$ cat src/rtl/chain_dma_pkg.sv
package chain_dma_pkg;
    typedef enum logic [2:0] {
        S_IDLE, S_FETCH, S_DECODE, S_ARM, S_BEAT, S_WBACK
    } eng_state_t;

    localparam int OWN_BIT   = 31;
    localparam int FAULT_BIT = 30;
    localparam int LAST_BIT  = 2;
    localparam int QUIET_BIT = 1;

    localparam logic [1:0] REG_BASE  = 2'd0;
    localparam logic [1:0] REG_COUNT = 2'd1;
    localparam logic [1:0] REG_CTRL  = 2'd2;
endpackage

$ cat src/rtl/dma_reg_block.sv
module dma_reg_block #(
    parameter int AW = 32,
    parameter int CW = 16
) (
    input  logic          clk,
    input  logic          rst,
    input  logic          reg_we,
    input  logic [1:0]    reg_addr,
    input  logic [31:0]   reg_wdata,
    output logic [AW-1:0] base_waddr,
    output logic [CW-3:0] count_words,
    output logic          dir_tx,
    output logic          start_p,
    output logic          soft_rst_p
);
    import chain_dma_pkg::*;

    always_ff @(posedge clk) begin
        if (rst) begin
            base_waddr  <= '0;
            count_words <= '0;
            dir_tx      <= 1'b0;
            start_p     <= 1'b0;
            soft_rst_p  <= 1'b0;
        end else begin
            start_p    <= reg_we && (reg_addr == REG_CTRL) && reg_wdata[0];
            soft_rst_p <= reg_we && (reg_addr == REG_CTRL) && reg_wdata[1];
            if (reg_we) begin
                unique case (reg_addr)
                    REG_BASE:  base_waddr  <= reg_wdata[AW-1:0];
                    REG_COUNT: count_words <= reg_wdata[CW-1:2];
                    REG_CTRL:  dir_tx      <= reg_wdata[2];
                    default:   ;
                endcase
            end
        end
    end
endmodule

$ cat src/rtl/dma_burst_gate.sv
module dma_burst_gate #(
    parameter int DEPTH = 16,
    parameter int BURST = 8,
    localparam int LW  = $clog2(DEPTH + 1),
    localparam int BLW = $clog2(BURST + 1)
) (
    input  logic           dir_tx,
    input  logic [LW-1:0]  fifo_level,
    input  logic [10:0]    buf_left,
    output logic [BLW-1:0] burst_len,
    output logic           go
);
    localparam logic [LW-1:0]  DEPTH_L = LW'(DEPTH);
    localparam logic [BLW-1:0] BURST_L = BLW'(BURST);

    logic [LW-1:0] room;
    logic [LW-1:0] need;

    always_comb begin
        burst_len = (buf_left < 11'(BURST)) ? buf_left[BLW-1:0] : BURST_L;
        room      = DEPTH_L - fifo_level;
        need      = LW'(burst_len);
        go        = dir_tx ? (room >= need) : (fifo_level >= need);
    end
endmodule

$ cat src/rtl/chain_dma_engine.sv
module chain_dma_engine #(
    parameter int AW    = 32,
    parameter int CW    = 16,
    parameter int DEPTH = 16,
    parameter int BURST = 8,
    localparam int LW   = $clog2(DEPTH + 1),
    localparam int BLW  = $clog2(BURST + 1)
) (
    input  logic          clk,
    input  logic          rst,
    input  logic          reg_we,
    input  logic [1:0]    reg_addr,
    input  logic [31:0]   reg_wdata,
    output logic          mem_req,
    output logic          mem_we,
    output logic [AW-1:0] mem_addr,
    output logic [31:0]   mem_wdata,
    input  logic          mem_ack,
    input  logic          mem_err,
    input  logic [31:0]   mem_rdata,
    input  logic [LW-1:0] fifo_level,
    input  logic [31:0]   fifo_rdata,
    output logic          fifo_pop,
    output logic          fifo_push,
    output logic [31:0]   fifo_wdata,
    output logic          busy,
    output logic          stat_rx_done,
    output logic          stat_tx_done,
    output logic          stat_unavail,
    output logic          stat_fatal
);
    import chain_dma_pkg::*;

    eng_state_t     state, nxt;
    logic [AW-1:0]  base_waddr, ptr, buf_addr, next_ptr;
    logic [CW-3:0]  count_words, rem;
    logic           dir_cfg, dir_q, start_p, soft_rst_p, fault_seen;
    logic [1:0]     widx;
    logic [31:0]    cfg_w;
    logic [10:0]    size_w, buf_left, take_w;
    logic [BLW-1:0] burst_len, beat_left;
    logic           go, stop_here;

    dma_reg_block #(.AW(AW), .CW(CW)) u_regs (
        .clk(clk), .rst(rst), .reg_we(reg_we), .reg_addr(reg_addr),
        .reg_wdata(reg_wdata), .base_waddr(base_waddr), .count_words(count_words),
        .dir_tx(dir_cfg), .start_p(start_p), .soft_rst_p(soft_rst_p)
    );

    dma_burst_gate #(.DEPTH(DEPTH), .BURST(BURST)) u_gate (
        .dir_tx(dir_q), .fifo_level(fifo_level), .buf_left(buf_left),
        .burst_len(burst_len), .go(go)
    );

    assign take_w    = (rem < (CW-2)'(size_w)) ? rem[10:0] : size_w;
    assign stop_here = cfg_w[LAST_BIT] || (rem == '0);

    // state register
    always_ff @(posedge clk) begin
        if (rst || soft_rst_p) state <= S_IDLE;
        else                   state <= nxt;
    end

    always_comb begin
        nxt = state;
        unique case (state)
            S_IDLE:   if (start_p) nxt = S_FETCH;
            S_FETCH:  if (mem_ack) nxt = mem_err ? S_IDLE : ((widx == 2'd3) ? S_DECODE : S_FETCH);
            S_DECODE: nxt = cfg_w[OWN_BIT] ? S_ARM : S_IDLE;
            S_ARM:    if (buf_left == '0) nxt = S_WBACK;
                      else if (go)        nxt = S_BEAT;
            S_BEAT:   if (mem_ack) begin
                          if (mem_err)                      nxt = S_WBACK;
                          else if (beat_left == BLW'(1))    nxt = S_ARM;
                      end
            S_WBACK:  if (mem_ack) nxt = (mem_err || fault_seen || stop_here) ? S_IDLE : S_FETCH;
            default:  nxt = S_IDLE;
        endcase
    end

    // datapath and status
    always_ff @(posedge clk) begin
        if (rst) begin
            ptr <= '0; buf_addr <= '0; next_ptr <= '0; rem <= '0; dir_q <= 1'b0;
            widx <= '0; cfg_w <= '0; size_w <= '0; buf_left <= '0; beat_left <= '0;
            fault_seen <= 1'b0; stat_rx_done <= 1'b0; stat_tx_done <= 1'b0;
            stat_unavail <= 1'b0; stat_fatal <= 1'b0;
        end else begin
            unique case (state)
                S_IDLE: if (start_p && !soft_rst_p) begin
                    ptr <= base_waddr; rem <= count_words; dir_q <= dir_cfg; widx <= '0;
                    fault_seen <= 1'b0; stat_rx_done <= 1'b0; stat_tx_done <= 1'b0;
                    stat_unavail <= 1'b0; stat_fatal <= 1'b0;
                end
                S_FETCH: if (mem_ack) begin
                    if (mem_err) stat_fatal <= 1'b1;
                    else begin
                        unique case (widx)
                            2'd0: cfg_w    <= mem_rdata;
                            2'd1: size_w   <= mem_rdata[12:2];
                            2'd2: buf_addr <= mem_rdata[AW-1:0];
                            default: next_ptr <= mem_rdata[AW-1:0];
                        endcase
                        widx <= widx + 2'd1;
                    end
                end
                S_DECODE: begin
                    if (!cfg_w[OWN_BIT]) stat_unavail <= 1'b1;
                    buf_left <= take_w;
                end
                S_ARM: if (go && buf_left != '0) beat_left <= burst_len;
                S_BEAT: if (mem_ack) begin
                    if (mem_err) begin
                        fault_seen <= 1'b1;
                        stat_fatal <= 1'b1;
                    end else begin
                        buf_addr  <= buf_addr + AW'(1);
                        buf_left  <= buf_left - 11'd1;
                        rem       <= rem - (CW-2)'(1);
                        beat_left <= beat_left - BLW'(1);
                    end
                end
                S_WBACK: if (mem_ack) begin
                    if (mem_err) stat_fatal <= 1'b1;
                    else if (!fault_seen) begin
                        if (stop_here) begin
                            if (!cfg_w[QUIET_BIT]) begin
                                if (dir_q) stat_tx_done <= 1'b1;
                                else       stat_rx_done <= 1'b1;
                            end
                        end else begin
                            ptr  <= next_ptr;
                            widx <= '0;
                        end
                    end
                end
                default: ;
            endcase
        end
    end

    // outputs
    always_comb begin
        mem_req   = 1'b0;
        mem_we    = 1'b0;
        mem_addr  = ptr;
        mem_wdata = fifo_rdata;
        unique case (state)
            S_FETCH: begin mem_req = 1'b1; mem_addr = ptr + AW'(widx); end
            S_BEAT:  begin mem_req = 1'b1; mem_we = !dir_q; mem_addr = buf_addr; end
            S_WBACK: begin
                mem_req   = 1'b1;
                mem_we    = 1'b1;
                mem_wdata = {1'b0, cfg_w[FAULT_BIT] | fault_seen, cfg_w[29:0]};
            end
            default: ;
        endcase
        fifo_pop   = (state == S_BEAT) && !dir_q && mem_ack && !mem_err;
        fifo_push  = (state == S_BEAT) &&  dir_q && mem_ack && !mem_err;
        fifo_wdata = mem_rdata;
        busy       = (state != S_IDLE);
    end
endmodule

$ cat config.mk
export PLATFORM = sky130hd
export DESIGN_NAME = chain_dma_engine
export DESIGN_NICKNAME = d
export VERILOG_FILES = /design/src/rtl/chain_dma_pkg.sv /design/src/rtl/dma_reg_block.sv /design/src/rtl/dma_burst_gate.sv /design/src/rtl/chain_dma_engine.sv
export SDC_FILE = /design/constraint.sdc
export NUM_CORES = 1
export LEC_CHECK = 0
export BUFFER_PORTS_ARGS = -buffer_cell sky130_fd_sc_hd__buf_2
export CAP_MARGIN = 30
export CORE_ASPECT_RATIO = 1.1
export CORE_MARGIN = 1.5
export CORE_UTILIZATION = 40
export CTS_CLUSTER_SIZE = 10
export DETAILED_ROUTE_END_ITERATION = 10
export GPL_ROUTABILITY_DRIVEN = 0
export PLACE_DENSITY = 0.56
export SETUP_SLACK_MARGIN = 0.2
export SLEW_MARGIN = 5
export SYNTH_ARGS = -nofsm -noshare
export SYNTH_HDL_FRONTEND = slang
export SYNTH_SLANG_ARGS = --single-unit
export TNS_END_PERCENT = 20
$ cat constraint.sdc
create_clock -name clk -period 4.3 [get_ports clk]
set_input_delay 0.645 -clock clk [delete_from_list [all_inputs] [get_ports clk]]
set_output_delay 0.645 -clock clk [all_outputs]
set_load 0.01 [all_outputs]
Word level (Yosys, flattened, before mapping) --
Cells that the tools add are included.
Cells by class: $add $sub $neg 7, $mul 0, div/mod/pow operators 0, $lt $le $gt $ge 4, equal/unequal tests 33, shift operators 0, muxes and demuxes 72, bitwise logic cells 3, reduce and logical (&&, ||, !) cells 54
Operators with widths (count):
- $mux 32 | 11
- $pmux 32 s2 | 3
- $mux 14 | 3
- $mux 11 | 3
- $add 32x1->32 const B | 1
- $add 32x2->32 | 1
- $ne 2x2->1 const B | 16
- $pmux 14 s2 | 1
- $reduce_and 4->1 | 7
- $mux 3 | 8
- $reduce_and 8->1 | 3
- $pmux 11 s2 | 1
- $mux 2 | 10
- $mux 1 | 19
- $pmux 3 s6 | 1
- $reduce_and 6->1 | 3
- $mux 4 | 4
- $logic_not 14->1 | 1
- $lt 14x11->1 | 1
- $reduce_bool 2->1 | 7
- $sub 14x1->14 const B | 1
- $pmux 1 s2 | 6
- $logic_and 1x1->1 | 11
- $logic_not 11->1 | 1
- other kinds (27) | 50
Storage, ports and cells: register bits after elaboration 228, latch bits 0, bits in writable memories 0, bits in read-only memories 0, input bits 108, logic and storage cells 194, memories kept 0

Longest topological paths before layout --
Gate-level depths: netlist of the first run.
depth in word-level cells 7, mapped depth 12, mapped depth without buffers 10

By module --
Synthesis of the first run repeated with hierarchy kept, for this count alone.
Second synthesis, totals: cells, all modules 1629, area total of the unflattened synthesis 13001.2 sq um
By module, submodules not included:
- chain_dma_engine | instances 1, cells each 1400, area each 10625.2 sq um
- dma_reg_block | instances 1, cells each 195, area each 2097.0 sq um
- dma_burst_gate | instances 1, cells each 34, area each 279.0 sq um

Worst setup path after synthesis of the first run --
OpenSTA, ideal clock, no wires.
path type register -> output, start point register widx[0], end point output port mem_addr[22], data arrival time 2.190 ns, data required time 3.655 ns, path slack 1.465 ns, stages on the path, launching flop included 8, path buffers 0, path through dfxtp_1 ha_1 fa_1 nand4_1 nor4_2 and2_1 nand3_1 o311ai_0
Between the ends: word-level cells in the longest chain between the ends 2
RTL lines:
- from (decl) | RTL line chain_dma_engine.sv:38 | logic [1:0] widx;
- from (signal assigned) | RTL line chain_dma_engine.sv:104 | widx <= widx + 2'd1;
- $add 32x2->32 | RTL line chain_dma_engine.sv:149 | S_FETCH: begin mem_req = 1'b1; mem_addr = ptr + AW'(widx); end
- $pmux 32 s2 | RTL line chain_dma_engine.sv:148 | unique case (state)
- to (decl) | RTL line chain_dma_engine.sv:16 | output logic [AW-1:0] mem_addr,
No other way between the ends.

Worst setup path in the final report of the first run --
start point register state[0], end point output port mem_addr[20]
Between the ends: word-level cells in the longest chain between the ends 2, elaborated cells on any way between the ends 3, classes of those cells eq/ne (2); mux (1)
RTL lines:
- from (decl) | RTL line chain_dma_engine.sv:34 | eng_state_t state, nxt;
- from (signal assigned) | RTL line chain_dma_engine.sv:61 | else state <= nxt;
- $eq 3x3->1 or $eq 3x1->1 (tied branches) | RTL line chain_dma_engine.sv:148
- $pmux 32 s2 (*) | RTL line chain_dma_engine.sv:148
Mark *: on every way between the ends. The rest lies on a longest branch, timed or not.

==> results of run 1 <==
[layout make-up]
cell class	instances	area [um^2]	share of cell area, %
Multi-Input combinational cell	1245	7060	49.0
Sequential cell	228	4560	31.7
Timing Repair Buffer	235	1280	8.89
Clock buffer	41	821	5.70
Tap cell	414	518	3.60
Inverter	40	150	1.04
Clock inverter	1	7.51	0.0521
Antenna cell	2	5.00	0.0347
[final timing paths]
path	endpoint	slack (ps)	cells after the start
setup / recovery	mem_addr[20]	480	8
hold / removal	u_regs.base_waddr[20]$_SDFFE_PP0P_	340	3
setup reg to reg	beat_left[0]$_SDFFE_PP0P_	1090	10
hold reg to reg	next_ptr[7]$_SDFFE_PP0P_	450	2
[cell usage in the layout, fill, tap and decap left out, drive strengths merged, types with 9 or more instances in the layout]
cell    instances
dfxtp         228
o21ai          73
a22oi          40
o311ai         17
mux2           31
nor2           86
a21oi         243
and2           13
mux2i          11
xnor2           9
clkbuf         41
nor4           16
nand3          54
buf           235
a31oi          10
o211ai         19
ha             29
and3           14
nand4          21
a211oi         16
o22ai           9
nor3           38
inv            40
nand2         377
[kinds of logic after synthesis]
| logic type | share of synthesized area [%] |
|---|---|
| AOI/OAI and AO/OA | 23.7 |
| xor gates and xnor gates | 0.975 |
| adders and majority gates | 3.04 |
| buffers and inverters | 7.74 |
| DFF | 36.3 |
| muxes | 3.65 |
| and+or+nand+nor | 24.6 |
[worst max-delay path: stages, from the launching register on]
cell and delay [ps]:
sky130_fd_sc_hd__dfxtp_1 800, sky130_fd_sc_hd__inv_1 160, sky130_fd_sc_hd__or3_1 450, sky130_fd_sc_hd__buf_4 260, sky130_fd_sc_hd__nand2_1 230, sky130_fd_sc_hd__o21ai_0 130
sky130_fd_sc_hd__a222oi_1 370, sky130_fd_sc_hd__inv_1 80, sky130_fd_sc_hd__buf_2 150
[cell usage after synthesis (4+ instances only)]
cell | number | area (um^2)
sky130_fd_sc_hd__nand4_1 | 21 | 131
sky130_fd_sc_hd__a21oi_1 | 243 | 1220
sky130_fd_sc_hd__nor2_1 | 84 | 315
sky130_fd_sc_hd__o211a_1 | 4 | 40.0
sky130_fd_sc_hd__a211oi_1 | 15 | 113
sky130_fd_sc_hd__a31oi_1 | 10 | 62.6
sky130_fd_sc_hd__a221o_1 | 4 | 40.0
sky130_fd_sc_hd__buf_4 | 37 | 278
sky130_fd_sc_hd__mux2i_1 | 11 | 110
sky130_fd_sc_hd__a21o_1 | 5 | 37.5
sky130_fd_sc_hd__nor3_2 | 4 | 40.0
sky130_fd_sc_hd__nand3_1 | 53 | 265
sky130_fd_sc_hd__ha_1 | 29 | 363
sky130_fd_sc_hd__and2_1 | 11 | 68.8
sky130_fd_sc_hd__buf_2 | 27 | 135
sky130_fd_sc_hd__xor2_1 | 5 | 43.8
sky130_fd_sc_hd__a32oi_1 | 4 | 35.0
sky130_fd_sc_hd__inv_1 | 40 | 150
sky130_fd_sc_hd__buf_1 | 8 | 30.0
sky130_fd_sc_hd__o211ai_1 | 19 | 143
sky130_fd_sc_hd__nor3_1 | 34 | 170
sky130_fd_sc_hd__nor3b_1 | 4 | 30.0
sky130_fd_sc_hd__clkbuf_1 | 82 | 308
sky130_fd_sc_hd__and4_1 | 8 | 70.1
sky130_fd_sc_hd__or3_1 | 6 | 37.5
sky130_fd_sc_hd__and3_1 | 13 | 81.3
sky130_fd_sc_hd__o31ai_1 | 5 | 37.5
sky130_fd_sc_hd__dfxtp_1 | 228 | 4560
sky130_fd_sc_hd__nand2_1 | 377 | 1420
sky130_fd_sc_hd__a22oi_1 | 40 | 300
sky130_fd_sc_hd__o21ai_0 | 72 | 360
sky130_fd_sc_hd__buf_6 | 6 | 67.6
sky130_fd_sc_hd__xnor2_1 | 9 | 78.8
sky130_fd_sc_hd__nand2b_1 | 6 | 37.5
sky130_fd_sc_hd__nand3b_1 | 5 | 37.5
sky130_fd_sc_hd__o311ai_0 | 15 | 131
sky130_fd_sc_hd__nor4_1 | 12 | 75.1
sky130_fd_sc_hd__o22ai_1 | 9 | 56.3
sky130_fd_sc_hd__nor2b_1 | 7 | 43.8
sky130_fd_sc_hd__mux2_2 | 31 | 349
[flip-flops by register name, summed over array words and instances (netlist names), 11 cells and up]
| name | count |
|---|---|
| buf_addr | 32 |
| cfg_w | 32 |
| next_ptr | 32 |
| ptr | 32 |
| u_regs.base_waddr | 32 |
| rem | 14 |
| u_regs.count_words | 14 |
| buf_left | 11 |
| size_w | 11 |
[layer usage]
metal,up-vias,part of all wire (%),track usage [%]
met4,0,1.9,6.62
met1,5873,47,37.6
li1,6115,-,-
met2,398,44,39.1
met3,54,7.3,3.70
met5,-,0,0
[metrics by stage]
| step | setup slack (ps) | hold slack (ps) | cells | instance area (um^2) |
|---|---|---|---|---|
| after floorplan | 1460 | 433 | 1674 | 12600 |
| after global placement | 1080 | 442 | 2160 | 13500 |
| after detailed placement | 1040 | 447 | 2162 | 13600 |
| after CTS | 466 | 321 | 2204 | 14400 |
| after global routing | 238 | 333 | 2206 | 14400 |
| final | 481 | 337 | 2206 | 14400 |
[power breakdown]
group          total [mW]  switching [mW]  internal (mW)
combinational       0.332           0.213          0.119
clock                2.19           0.894           1.29
sequential           2.15          0.0194           2.13
total                4.67            1.13           3.55
==> flow_summary.toml, run 1 <==
[clock_network]
cts_repair_resize_count = 0
clock_transition_at_the_registers_of_the_reported_paths_ps = 60
num_cts_buffers = 28
cts_tree = "built"
clock_sinks = 228
cts_hold_buffers = 0
cts-htree-levels = 1
ctsRootBufferMaster = "sky130_fd_sc_hd__clkbuf_16"
clock_insertion_delay_worst_skew_ps = 550
max-clock-path-buffers = 3
cts_setup_buffers = 0

[yosys]
synth_fp_nets = 1812
mappedNetlistArea_um2 = 12600
yosys_warnings = 0
synth-seq-cells = 228
async_set_or_reset_register_ratio_after_synthesis_pct = 0
synth_cells = 1674
dominantRegCellSynth = "sky130_fd_sc_hd__dfxtp_1"
synth_seq_area_share_pct = 36.3
yosysUniqueCellTypes = 83
synth-edff-count = 0
synth_area_per_cell_um2 = 7.51

[detailed_routing]
route.detailed.vias_per_inst = 5.64
detail_route.wirelength_mm = 42.3
count_of_nets_left_with_antenna_violations_after_detail_routing = 0
violation_count_after_the_first_detailed_routing_iteration = 1025
wirelength_per_cell_um = 19.2
route.detailed.drc = 0
first_pass_iters = 5
via_count = 12400

[sta]
fin_setup_tns_ps = 0
final.min_clock_period_ps = 3820
report.final.hold_viol_count = 0
rsz0062_at_grt = "false"
min_period_over_period_pct = 88.8
slew_headroom_pct = 36.9
fin_worst_skew_ps = 13.6
max_clock_freq_ghz = 0.262
worst_pin_slew_ps = 946
number_of_endpoints_failing_setup_at_the_final_stage = 0
drv_slew = 0

[final_layout]
layout.filler_cells = 3227
synth_to_final_area_change_pct = 14.5
nets = 1916
post_route_cells_drive_above_1_share_pct = 18.1
share_of_the_core_filled_with_cells_in_the_final_layout_pct = 46.9

[floorplanning]
initial_utilization_pct = 41.0
die_height_um = 189
top_level_pins = 213
fp.dieW_um = 172
design.die.area_um2 = 32500
placement_rows = 67
core_area_um2 = 30700

[critical_path]
timing.critical_path.from_type = "flop"
critical_path_class = "flop to primary output"
worstReg2RegStart = "buf_left[5]$_SDFFE_PP0P_"
critical_path.startpoint = "state[0]$_SDFFE_PP0P_"
timing.critical_path.required_ps = 3650
critical_path_arrival_ps = 3170
crit_path_max_fanout = 24
cp-end-kind = "primary output"

[power]
pwr_density_cell_nw_per_um2 = 324
leakage_nw = 5.26
power.ir.vdd_worst_mv = 0.250
power_mw = 4.67

[grt]
vias_in_the_first_global_route = 11300
globalRouteTotalUtil_pct = 25.6
grt_max_degree = 87
globalRoute.totalOverflow = 0
grt_first_pass_wirelength_mm = 65.4
antenna_found_initial = 3

[placed_design]
hpwl_mm = 29.8
place.port_buffers = 212

[min_path]
timing.hold.worst.class = "input port to flop"
hp-start = "reg_wdata[20]"

[run_status]
status = "complete, no violations"

[job]
max-cap-violations = 0
Note: power is estimated with default switching activity, not from simulation.
==> inputs of run 2 (changes only) <==
==> constraint.sdc (replaced) <==
create_clock -name clk -period 4.3 [get_ports clk]
set_input_delay 0.645 -clock clk [delete_from_list [all_inputs] [get_ports clk]]
set_output_delay 0.645 -clock clk [all_outputs]
set_load 0.1 [all_outputs]
==> run 2 against run 1 <==
  * Power up 4.0%
  * Final area grew 0.84%
  * First-iteration DRC count grew 11%
  * Critical path depth grew 1
  * Utilization is 0.40 points higher
  * Clock power down 2%
  * Global-route usage up 0.38 points
  * Register-to-register slack got worse by 110 ps
  * Worst setup slack worse by 110 ps
  * Hold slack improved by 7.4 ps
==> flow_summary.toml, run 2 (same netlist as run 1, synthesis figures left out) <==
[sta]
max_clock_freq_ghz = 0.254
number_of_endpoints_failing_setup_at_the_final_stage = 0
final.min_clock_period_ps = 3930
worst_pin_slew_ps = 1010
worst_hold_slack_ps = 344
report.final.hold_viol_count = 0
slew_headroom_pct = 32.6
min_period_over_period_pct = 91.4
drv_slew = 0
rsz0062_at_grt = "true"
worst_slack_ps = 370
fin_worst_skew_ps = 7.54

[grt]
grt_max_degree = 167
globalRoute.busiestLayer = "met2"
grt_first_pass_wirelength_mm = 66.2
globalRouteMet2Util_pct = 39.3
global_routing_usage_on_met1_pct = 38.0
globalRoute.totalOverflow = 0
vias_in_the_first_global_route = 11500
global_route.usage.met3_pct = 4.33
globalRouteTotalUtil_pct = 26.0
antenna_found_initial = 0

[clock_network]
ctsRootBufferMaster = "sky130_fd_sc_hd__clkbuf_16"
num_cts_buffers = 28
cts_hold_buffers = 0
clock_sinks = 228
cts_tree = "built"
cts_setup_buffers = 0
clock_transition_at_the_registers_of_the_reported_paths_ps = 50
cts_repair_resize_count = 0
max-clock-path-buffers = 3
cts-htree-levels = 1
clock_insertion_delay_worst_skew_ps = 530

[final_layout]
layout.cells.most_common = "sky130_fd_sc_hd__nand2_1"
finish.cell_count_without_fillers = 2204
layout.filler_cells = 3185
nets = 1916
antenna_cells_inserted = 0
share_of_the_core_filled_with_cells_in_the_final_layout_pct = 47.3
final_design_area_no_fill_um2 = 14500
post_route_cells_drive_above_1_share_pct = 18.2
synth_to_final_area_change_pct = 15.5
final_cell_mix = "sky130_fd_sc_hd__nand2_1 (377), sky130_fd_sc_hd__a21oi_1 (243), sky130_fd_sc_hd__dfxtp_1 (228), sky130_fd_sc_hd__buf_2 (201), sky130_fd_sc_hd__nor2_1 (84)"

[detailed_routing]
wirelength_per_cell_um = 19.5
first_pass_iters = 6
route.detailed.vias_per_inst = 5.72
via_count = 12600
violation_count_after_the_first_detailed_routing_iteration = 1134
count_of_nets_left_with_antenna_violations_after_detail_routing = 0
route.detailed.drc = 0
detail_route.wirelength_mm = 43.0

[placed_design]
hpwl_mm = 30.0
placedInstanceArea_um2 = 13700
dp_cells = 2162
dp_slack_ps = 860
place.port_buffers = 212

[floorplanning]
die_height_um = 189
top_level_pins = 213
core_area_um2 = 30700
design.die.area_um2 = 32500
fp.dieW_um = 172
initial_utilization_pct = 41.0
placement_rows = 67

[critical_path]
critical_path_depth = 9
timing.critical_path.from_type = "flop"
critical_path_class = "flop to primary output"
r2r.worst_path.cells = 10
critPathSlowestCell = "sky130_fd_sc_hd__nor4_2"
worstReg2RegStart = "buf_left[8]$_SDFFE_PP0P_"
critical_path.startpoint = "widx[0]$_SDFFE_PP0P_"
cp_common_cell = "sky130_fd_sc_hd__nand2_1"
slowest_delay_ps = 530
worst-path-buf-inv = 1
r2r-end = "beat_left[0]$_SDFFE_PP0P_"
cell_type_group_with_the_largest_total_delay_on_the_critical_path = "simple AND/OR/NAND/NOR gates"
timing.critical_path.required_ps = 3650
cp-end-kind = "primary output"
critical_path_arrival_ps = 3280
reg2reg_slack_ps = 980
crit_path_max_fanout = 6
crit_chain = "ha_1 -> fa_1 -> nand4_1 -> nor4_2 -> nand2_1 -> o21ai_0 -> nand2_1 -> a221o_1 -> buf_2"

[power]
leakage_nw = 5.29
pwr_density_cell_nw_per_um2 = 334
power.ir.vdd_worst_mv = 0.255

[min_path]
hold-path-cell-count = 3
hp-start = "reg_wdata[27]"
capture_endpoint_of_the_worst_hold_path = "u_regs.base_waddr[27]$_SDFFE_PP0P_"
timing.hold.worst.class = "input port to flop"

[run_status]
status = "complete, no violations"

[job]
max-cap-violations = 0
run 2: worst max path at each step:
stage                        end  slack [ps]
floorplan           mem_addr[24]        -160
global placement    mem_addr[22]         890
detailed placement  mem_addr[22]         860
CTS                 mem_addr[22]         280
global route        mem_addr[20]         160
finish              mem_addr[18]         370
run 2: per-layer routing:
| layer | vias up | share of wire, % |
|---|---|---|
| li1 | 6117 | - |
| met1 | 5971 | 47 |
| met2 | 469 | 44 |
| met3 | 55 | 7.2 |
| met4 | 0 | 2.1 |
| met5 | - | 0 |
run 2: power by group:
| part | switching [mW] | total (mW) | internal (mW) |
|---|---|---|---|
| logic | 0.448 | 0.568 | 0.120 |
| registers | 0.0179 | 2.15 | 2.13 |
| clock network | 0.876 | 2.14 | 1.26 |
run 2: area by class of cell:
class,count,area [um^2],area share (%)
multi-input combinational,1245,7070,48.7
sequential,228,4560,31.4
timing repair buffer,235,1410,9.71
clock buffer,40,797,5.49
tap,414,518,3.57
inverter,40,150,1.03
clock inverter,2,12.5,0.0861
run 2: worst min-delay path, cell delays in order:
cell                      delay [ps]
sky130_fd_sc_hd__buf_2            90
sky130_fd_sc_hd__nand2_1          40
sky130_fd_sc_hd__a21oi_1          50
run 2: through the flow:
stage,total power [mW],setup TNS (ps)
CTS,4.90,0
global route,5.02,0
floorplan,2.61,-870
finish,4.86,0
detailed placement,2.76,0
global placement,2.76,0
